--- src/rtl/mlm_pkg.sv ---
package mlm_pkg;
   localparam int unsigned LINE_N = 4;
   localparam int unsigned CTRL_W = 5;

   // line index inside the level / change nibble
   localparam int unsigned L_CTS = 0;
   localparam int unsigned L_DSR = 1;
   localparam int unsigned L_RI  = 2;
   localparam int unsigned L_DCD = 3;

   // control register bit positions
   localparam int unsigned C_DTR  = 0;
   localparam int unsigned C_RTS  = 1;
   localparam int unsigned C_OUT1 = 2;
   localparam int unsigned C_OUT2 = 3;
   localparam int unsigned C_LOOP = 4;

   typedef enum logic {
      SEL_CTRL = 1'b0,
      SEL_STAT = 1'b1
   } reg_sel_e;

   // level nibble seen by software while the loopback path is active
   function automatic logic [LINE_N-1:0] loop_levels(input logic [CTRL_W-1:0] c);
      logic [LINE_N-1:0] v;
      v[L_DCD] = c[C_OUT2];
      v[L_RI]  = c[C_OUT1];
      v[L_DSR] = c[C_DTR];
      v[L_CTS] = c[C_RTS];
      return v;
   endfunction
endpackage

--- src/rtl/mlm_sync.sv ---
module mlm_sync #(
   parameter int unsigned N       = 4,
   parameter int unsigned STAGES  = 2,
   parameter logic [N-1:0] RST_VAL = '0
) (
   input  logic         clk,
   input  logic         rst_n,
   input  logic [N-1:0] d,
   output logic [N-1:0] q
);
   generate
      if (STAGES == 0) begin : g_bypass
         assign q = d;
      end else begin : g_chain
         logic [STAGES-1:0][N-1:0] stg;
         always_ff @(posedge clk or negedge rst_n) begin
            if (!rst_n) begin
               for (int i = 0; i < int'(STAGES); i++) stg[i] <= RST_VAL;
            end else begin
               stg[0] <= d;
               for (int i = 1; i < int'(STAGES); i++) stg[i] <= stg[i-1];
            end
         end
         assign q = stg[STAGES-1];
      end
   endgenerate
endmodule

--- src/rtl/mlm_delta.sv ---
module mlm_delta
   import mlm_pkg::*;
#(
   parameter logic [LINE_N-1:0] RST_LEVEL = 4'b1011
) (
   input  logic              clk,
   input  logic              rst_n,
   input  logic [LINE_N-1:0] lvl_in,
   input  logic              rd_clr,
   output logic [LINE_N-1:0] level_q,
   output logic [LINE_N-1:0] delta_q
);
   logic [LINE_N-1:0] chg;
   logic [LINE_N-1:0] delta_n;

   // per-line change detection; ring only counts a falling edge
   generate
      for (genvar g = 0; g < int'(LINE_N); g++) begin : g_line
         if (g == int'(L_RI)) begin : g_fall
            assign chg[g] = level_q[g] & ~lvl_in[g];
         end else begin : g_any
            assign chg[g] = level_q[g] ^ lvl_in[g];
         end
      end
   endgenerate

   always_comb begin
      delta_n = (rd_clr ? '0 : delta_q) | chg;
   end

   always_ff @(posedge clk or negedge rst_n) begin
      if (!rst_n) begin
         level_q <= RST_LEVEL;
         delta_q <= '0;
      end else begin
         level_q <= lvl_in;
         delta_q <= delta_n;
      end
   end

   // without a clearing read, no flag ever drops
   p_sticky_r3: assert property (@(posedge clk) disable iff (!rst_n)
      !rd_clr |=> ((delta_q & $past(delta_q)) == $past(delta_q)));

   // ring flag rises only with a 1->0 ring level step
   p_ring_fall_r4: assert property (@(posedge clk) disable iff (!rst_n)
      $rose(delta_q[L_RI]) |-> ($past(level_q[L_RI]) && !level_q[L_RI]));

   // after a clearing read only freshly detected changes remain
   p_read_clear_r5: assert property (@(posedge clk) disable iff (!rst_n)
      rd_clr |=> ((delta_q & ~$past(chg)) == '0));
endmodule

--- src/rtl/mlm_ctrl.sv ---
module mlm_ctrl
   import mlm_pkg::*;
#(
   parameter logic [CTRL_W-1:0] RST_VAL = 5'h08
) (
   input  logic              clk,
   input  logic              rst_n,
   input  logic              wr,
   input  logic [CTRL_W-1:0] wdata,
   output logic [CTRL_W-1:0] ctrl_q,
   output logic              rts,
   output logic              dtr,
   output logic              out1,
   output logic              out2
);
   logic drive_en;

   always_ff @(posedge clk or negedge rst_n) begin
      if (!rst_n)  ctrl_q <= RST_VAL;
      else if (wr) ctrl_q <= wdata;
   end

   assign drive_en = ~ctrl_q[C_LOOP];
   assign rts  = drive_en & ctrl_q[C_RTS];
   assign dtr  = drive_en & ctrl_q[C_DTR];
   assign out1 = drive_en & ctrl_q[C_OUT1];
   assign out2 = drive_en & ctrl_q[C_OUT2];

   // register only moves on a write
   p_hold_r6: assert property (@(posedge clk) disable iff (!rst_n)
      !wr |=> $stable(ctrl_q));
endmodule

--- src/rtl/modem_line_monitor.sv ---
module modem_line_monitor
   import mlm_pkg::*;
#(
   parameter int unsigned        DATA_W      = 8,
   parameter int unsigned        SYNC_STAGES = 2,
   parameter logic [CTRL_W-1:0]  CTRL_RESET  = 5'h08,
   parameter logic [LINE_N-1:0]  LEVEL_RESET = 4'b1011
) (
   input  logic              clk,
   input  logic              rst_n,
   input  logic              reg_sel,
   input  logic              wr_en,
   input  logic              rd_en,
   input  logic [DATA_W-1:0] wdata,
   output logic [DATA_W-1:0] rdata,
   input  logic              msi_en,
   input  logic              cts_i,
   input  logic              dsr_i,
   input  logic              ri_i,
   input  logic              dcd_i,
   output logic              rts_o,
   output logic              dtr_o,
   output logic              out1_o,
   output logic              out2_o,
   output logic              irq_o
);
   localparam int unsigned STAT_W = 2 * LINE_N;

   generate
      if (DATA_W < STAT_W) begin : g_bad_width
         $error("DATA_W must hold the full status byte");
      end
      if (SYNC_STAGES > 6) begin : g_bad_sync
         $error("SYNC_STAGES larger than supported");
      end
   endgenerate

   logic [LINE_N-1:0] raw_lines, sync_lines, level_q, delta_q;
   logic [CTRL_W-1:0] ctrl_q;
   logic              loop_on, stat_sel, rd_clr, ctrl_wr;
   logic [STAT_W-1:0] stat_byte;

   assign raw_lines[L_CTS] = cts_i;
   assign raw_lines[L_DSR] = dsr_i;
   assign raw_lines[L_RI]  = ri_i;
   assign raw_lines[L_DCD] = dcd_i;

   assign stat_sel = (reg_sel_e'(reg_sel) == SEL_STAT);
   assign loop_on  = ctrl_q[C_LOOP];
   assign rd_clr   = rd_en & stat_sel & ~loop_on;
   assign ctrl_wr  = wr_en & ~stat_sel;

   mlm_sync #(
      .N       (LINE_N),
      .STAGES  (SYNC_STAGES),
      .RST_VAL (LEVEL_RESET)
   ) u_sync (
      .clk   (clk),
      .rst_n (rst_n),
      .d     (raw_lines),
      .q     (sync_lines)
   );

   mlm_delta #(
      .RST_LEVEL (LEVEL_RESET)
   ) u_delta (
      .clk     (clk),
      .rst_n   (rst_n),
      .lvl_in  (sync_lines),
      .rd_clr  (rd_clr),
      .level_q (level_q),
      .delta_q (delta_q)
   );

   mlm_ctrl #(
      .RST_VAL (CTRL_RESET)
   ) u_ctrl (
      .clk    (clk),
      .rst_n  (rst_n),
      .wr     (ctrl_wr),
      .wdata  (wdata[CTRL_W-1:0]),
      .ctrl_q (ctrl_q),
      .rts    (rts_o),
      .dtr    (dtr_o),
      .out1   (out1_o),
      .out2   (out2_o)
   );

   always_comb begin
      if (loop_on) stat_byte = {loop_levels(ctrl_q), {LINE_N{1'b0}}};
      else         stat_byte = {level_q, delta_q};
   end

   always_comb begin
      rdata = '0;
      if (stat_sel) rdata[STAT_W-1:0] = stat_byte;
      else          rdata[CTRL_W-1:0] = ctrl_q;
   end

   assign irq_o = msi_en & (|delta_q);

   // no request while the enable is low
   p_irq_gate_r8: assert property (@(posedge clk) disable iff (!rst_n)
      !msi_en |-> !irq_o);

   // loopback silences every output pin
   p_loop_quiet_r7: assert property (@(posedge clk) disable iff (!rst_n)
      loop_on |-> !(rts_o || dtr_o || out1_o || out2_o));

   // status-selected writes leave the control register alone
   p_stat_wr_r9: assert property (@(posedge clk) disable iff (!rst_n)
      (wr_en && stat_sel) |=> $stable(ctrl_q));

   // control readback never shows bits above the stored field
   p_ctrl_pad_r6: assert property (@(posedge clk) disable iff (!rst_n)
      !stat_sel |-> (rdata[DATA_W-1:CTRL_W] == '0));
endmodule

--- config.mk ---
export PLATFORM = sky130hd
export DESIGN_NAME = modem_line_monitor
export DESIGN_NICKNAME = d
export VERILOG_FILES = /design/src/rtl/mlm_pkg.sv /design/src/rtl/mlm_sync.sv /design/src/rtl/mlm_delta.sv /design/src/rtl/mlm_ctrl.sv /design/src/rtl/modem_line_monitor.sv
export SDC_FILE = /design/constraint.sdc
export NUM_CORES = 1
export LEC_CHECK = 0
export ABC_CLOCK_PERIOD_IN_PS = 2500
export CORE_AREA = 10 10 55 57
export DETAILED_ROUTE_END_ITERATION = 8
export DIE_AREA = 0 0 65 67
export PLACE_DENSITY = 0.79
export SLEW_MARGIN = 20
export SYNTH_ARGS = -nofsm -noshare
export SYNTH_HDL_FRONTEND = slang
export SYNTH_SLANG_ARGS = --single-unit
--- constraint.sdc ---
create_clock -name clk -period 2.5 [get_ports clk]
set_input_delay 0.25 -clock clk [delete_from_list [all_inputs] [get_ports clk]]
set_output_delay 0.25 -clock clk [all_outputs]
set_load 0.02 [all_outputs]
==> impl_metrics.toml, run 1 <==
[synthesis]
synth_edf_count = 0
synth_area_per_cell_um2 = 12.73
ys_seq_area_frac = 0.6214
synth_area_um2 = 865.8
synth_area_leader_cell = "dfrtp_1"
ys.flop_type = "dfrtp_1"
synthCells = 68
yosys.cell_types.count = 19
synth_nets = 86
ys_ff_latch = 21
yosys_warnings = 0
synth_top_area_frac = 0.3179
synth_most_common_cell = "dfrtp_1"
yosys-top-cells-count = "11 x dfrtp_1, 10 x dfstp_2, 9 x inv_1"
synthArstFlopShare = 1.000
netlist_top_cells_area = "dfrtp_1 32%, dfstp_2 30%, mux2_4 8.7%, inv_1 3.9%, mux2i_1 3.5%"

[sta]
hold_viol = 0
period_share = 0.8721
final.setup_skew_ps = 1.768
max_freq_ghz = 0.4586
rsz0062_at_grt = "no"
relSlewSlack = 0.4075
fin_tns_setup_ps = 0
worstMarginPinSlew_ps = 886.0
timing.final.max_slew_violations = 0
setup_ws_ps = 319.6
setup_viol = 0
period_minus_slack_ps = 2180

[cts]
numCtsBuffers = 3
ctsHtreeMaxLevel = 1
cts_buffer_depth = 2
tritoncts = "built"
post_cts_buffers = 0
clk-insertion-delay-late_ps = 300
cts_resized = 0
clk_pin_slew_worst_paths_ps = 100
clock-sinks = 21
ctsHoldBuffers = 0
cts_root_buf = "clkbuf_4"

[route]
drt_iter0_markers = 20
antenna_left = 0
drt-pass1-iter-count = 3
drc = 0
vias = 572
drt_wl_total_um = 1757
wl_per_cell_um = 14.28
vias_per_cell = 4.650

[finish]
nNetsFinal = 115
drive_gt1_frac = 0.1979
antenna_cells = 0
fill_cells = 168
syn2layout_area_growth_pct = 35.84
fin_area_um2 = 1176
regArea_um2 = 538.0
multi_input_area_um2 = 274.0

[floorplanning]
core_area_um2 = 1942
dieArea_um2 = 4355
start_util = 0.4459
dieHeight_um = 67
fp.dieW_um = 65
ioPinCount = 31
rows = 16

[placed_design]
dpl_cell_area_um2 = 1150
post-dp-hpwl_um = 1385
place_congestion = 0.7507
portBuffers = 27
post-place-ws_ps = 311.9

[worst_setup_path]
r2r_cells = 2
crit_start = "reg_sel"
crit_path_end = "rdata[4]"
timing.rr.start = "u_ctrl.ctrl_q[4]$_DFFE_PN0P_"
path_class = "in -> out"
startpoint_type = "input port"
critPathMaxFanout = 15
end_kind = "output pin"
critPathRequiredTime_ps = 2250
r2r_slack_ps = 1310
r2r-end = "u_delta.delta_q[3]$_DFF_PN0_"
cp.arrival_ps = 1930

[power_and_ir_drop]
p_leak_uw = 0.0005198
ir_drop_mv = 0.4860
power.density_nw_per_um2 = 646.5

[run_status]
status = "finished, final reports clean"

[global_routing]
gr-total-overflow = 0
antenna_found_initial = 0
grt_pass1_vias = 600
grt_usage = 0.08868
grt_max_degree = 22
grt_pass1_wl_um = 2973

[run]
cap_violations = 0

[worst_hold_path]
hold_class = "in -> reg"
-- area by class of cell --
type / instances / area share
Timing Repair Buffer: 27 / 0.2298
Multi-Input combinational cell: 35 / 0.2330
Clock buffer: 4 / 0.02234
Tap cell: 27 / 0.02872
Inverter: 9 / 0.02872
Sequential cell: 21 / 0.4574
-- critical path, cell delays in order --
cell and delay, ps:
clkdlybuf4s50_1 760, a21oi_1 140, a31oi_1 150, clkdlybuf4s50_1 620
-- per-layer routing --
| metal | wire length, µm | share of wire | track usage |
|---|---|---|---|
| met2 | 755 | 0.43 | 0.1244 |
| met5 | 0 | 0 | 0 |
| met3 | 168 | 0.096 | 0.03512 |
| met1 | 801 | 0.46 | 0.1074 |
| met4 | 31 | 0.018 | 0.06417 |
-- worst min path at each step --
stage | start | endpoint | cells after the start
2_1_floorplan | rst_n | u_ctrl.ctrl_q[0]$_DFFE_PN0P_ | 0
3_5_place_dp | u_sync.g_chain.stg[2]$_DFF_PN0_ | u_sync.q[2]$_DFF_PN0_ | 0
6_report | dsr_i | u_sync.g_chain.stg[1]$_DFF_PN1_ | 1
5_1_grt | cts_i | u_sync.g_chain.stg[0]$_DFF_PN1_ | 1
3_3_place_gp | u_sync.g_chain.stg[2]$_DFF_PN0_ | u_sync.q[2]$_DFF_PN0_ | 0
4_1_cts | dcd_i | u_sync.g_chain.stg[3]$_DFF_PN1_ | 1
-- registers in the layout (all words and copies together), names as in the netlist --
name	flops
u_delta.delta_q	4
u_ctrl.ctrl_q	5
u_sync.g_chain.stg	4
u_sync.q	4
u_delta.level_q	4
-- cell families after synthesis --
logic type,share of synthesized area
buffers and inverters,0.06213
AND/OR/NAND/NOR,0.08670
multiplexers,0.1214
XOR/XNOR,0.03035
flip-flops,0.6214
AO/OA/AOI/OAI,0.07803
-- placed cells by master, fill, tap and decap left out, drive strengths merged --
cell,n
mux2i,3
and3b,1
nand2,3
nor2,4
xnor2,3
mux2,5
o22ai,4
dfrtp,11
nor2b,4
o21ai,4
a31oi,1
nand3b,1
inv,9
o41a,1
dfstp,10
clkbuf,4
clkdlybuf4s50,27
a21oi,1
-- through the flow --
step           total power (µW)  hold slack [ps]  instances  utilization
4_1_cts                   776.9            335.2        123       0.6057
5_1_grt                   810.1            340.5        123       0.6057
2_1_floorplan             515.7           -45.59         68            -
3_3_place_gp              609.2            333.5        119       0.5921
3_5_place_dp              615.2            338.9        119       0.5921
6_report                  760.4            351.9        123       0.6057
-- report_power, final --
part / total [µW] / switching, µW / leakage, µW / internal (µW)
logic: 200 / 89.2 / 0.000278 / 111
clock network: 155 / 92.8 / 0.0000150 / 62.2
registers: 406 / 29.5 / 0.000226 / 376
Power figures use the tool's default switching activity.
==> run 2: changes to the inputs <==
--- a/config.mk
+++ b/config.mk
@@ -9,7 +9,7 @@
 export CORE_AREA = 10 10 55 57
 export DETAILED_ROUTE_END_ITERATION = 8
 export DIE_AREA = 0 0 65 67
-export PLACE_DENSITY = 0.79
+export PLACE_DENSITY = 0.86
 export SLEW_MARGIN = 20
 export SYNTH_ARGS = -nofsm -noshare
 export SYNTH_HDL_FRONTEND = slang
==> run 2 against run 1 <==
Against the previous run: clock-buffer cell count is the same; flip-flop and latch count unchanged; non-clock buffer count unchanged; final cell count unchanged.
==> impl_metrics.toml, run 2 (synthesis gave the netlist of run 1 again) <==
[global_routing]
grt_usage = 0.08762
antenna_found_initial = 0
grt_pass1_wl_um = 3063
grt_max_degree = 22
grt_pass1_vias = 651
gr-total-overflow = 0

[power_and_ir_drop]
power.density_nw_per_um2 = 647.2
totalPowerFinal_uw = 761.2
ir_drop_mv = 0.5452
p_leak_uw = 0.0005198

[route]
antenna_left = 0
drc = 0
drt-pass1-iter-count = 3
drt_iter0_markers = 7
vias = 579
wl_per_cell_um = 14.97
vias_per_cell = 4.707
drt_wl_total_um = 1841

[floorplanning]
fp.dieW_um = 65
dieArea_um2 = 4355
ioPinCount = 31
dieHeight_um = 67
rows = 16
start_util = 0.4459
core_area_um2 = 1942

[worst_setup_path]
critPathMaxFanout = 15
path_cells = "clkdlybuf4s50_1 > nand2_1 > o22ai_1 > clkdlybuf4s50_1"
r2r_cells = 2
path_buf_inv = 2
critical_path.most_common_cell = "clkdlybuf4s50_1"
startpoint_type = "input port"
worst_path_largest_cell_delay_ps = 800
cp.arrival_ps = 1990
crit_start = "reg_sel"
cpMaxStageDelayCell = "clkdlybuf4s50_1"
path_class = "in -> out"
r2r_slack_ps = 1290
timing.rr.start = "u_ctrl.ctrl_q[4]$_DFFE_PN0P_"
critPathRequiredTime_ps = 2250
crit_family = "buffers and inverters"
r2r-end = "u_delta.delta_q[3]$_DFF_PN0_"
end_kind = "output pin"

[placed_design]
post-dp-hpwl_um = 1453
portBuffers = 27
place_congestion = 0.7872

[finish]
nNetsFinal = 115
drive_gt1_frac = 0.1979
largest_register_ffs = 5
regMostFlops = "u_ctrl.ctrl_q"
final_common_cell = "clkdlybuf4s50_1"
final_core_util = 0.6057
antenna_cells = 0
syn2layout_area_growth_pct = 35.84
fill_cells = 175
layout_common_cells = "27 x clkdlybuf4s50_1, 11 x dfrtp_1, 10 x dfstp_2, 9 x inv_1, 5 x mux2_4"

[sta]
setup_viol = 0
relSlewSlack = 0.4159
fin_tns_setup_ps = 0
period_share = 0.8965
final.setup_skew_ps = 1.722
max_freq_ghz = 0.4462
worstMarginPinSlew_ps = 873.4
hold_viol = 0
rsz0062_at_grt = "no"
timing.final.max_slew_violations = 0
period_minus_slack_ps = 2241
hold_slack_ps = 358.9

[cts]
clk_pin_slew_worst_paths_ps = 100
cts_buffer_depth = 2
cts_root_buf = "clkbuf_4"
clock-sinks = 21
numCtsBuffers = 3
ctsHtreeMaxLevel = 1
clk-insertion-delay-late_ps = 280
tritoncts = "built"
cts_resized = 0
ctsHoldBuffers = 0
post_cts_buffers = 0

[run]
cap_violations = 0

[worst_hold_path]
hold_path_startpoint = "cts_i"
holdPathStages = 1
hold_class = "in -> reg"
hold_end = "u_sync.g_chain.stg[0]$_DFF_PN1_"

[run_status]
status = "finished, final reports clean"
run 2: report_power, final:
group | total [µW] | internal (µW) | switching, µW | leakage (µW)
sequential | 406 | 376 | 30.4 | 0.000226
combinational | 203 | 111 | 92.6 | 0.000278
clock | 152 | 61.8 | 89.7 | 0.0000150
total | 761 | 549 | 213 | 0.000520
run 2: area by class of cell:
cell class | instances | area, µm² | share of cell area
clock buffer | 4 | 26.28 | 0.02234
inverter | 9 | 33.78 | 0.02872
multi-input combinational | 35 | 274.0 | 0.2330
sequential | 21 | 538.0 | 0.4574
tap | 27 | 33.78 | 0.02872
timing repair buffer | 27 | 270.3 | 0.2298
run 2: worst reg2reg max path, stage by stage, from the launching register on:
cell	delay [ps]
dfrtp_1	670
and3b_1	270
o21ai_0	180
run 2: how the worst max path moves through the flow:
stage               endpoint  slack, ps  cells past startpoint
finish              rdata[3]        260                      4
global route        rdata[3]        120                      4
CTS                 rdata[0]        240                      4
detailed placement  rdata[0]        250                      4
global placement    rdata[4]        300                      4
floorplan           rdata[4]       1190                      3
run 2: per-stage QoR:
step	area (µm²)	setup WS [ps]	std cells
3_3_place_gp	1150	300.8	119
5_1_grt	1176	121.2	123
4_1_cts	1176	244.6	123
6_report	1176	258.8	123
3_5_place_dp	1150	248.1	119
2_1_floorplan	865.8	1188	68
run 2: per-layer routing:
metal	GRT usage	part of all wire	vias up
met3	0.03177	0.071	4
met4	0.03209	0.012	0
li1	-	-	279
met5	0	0	-
met2	0.1552	0.49	20
met1	0.09372	0.43	276
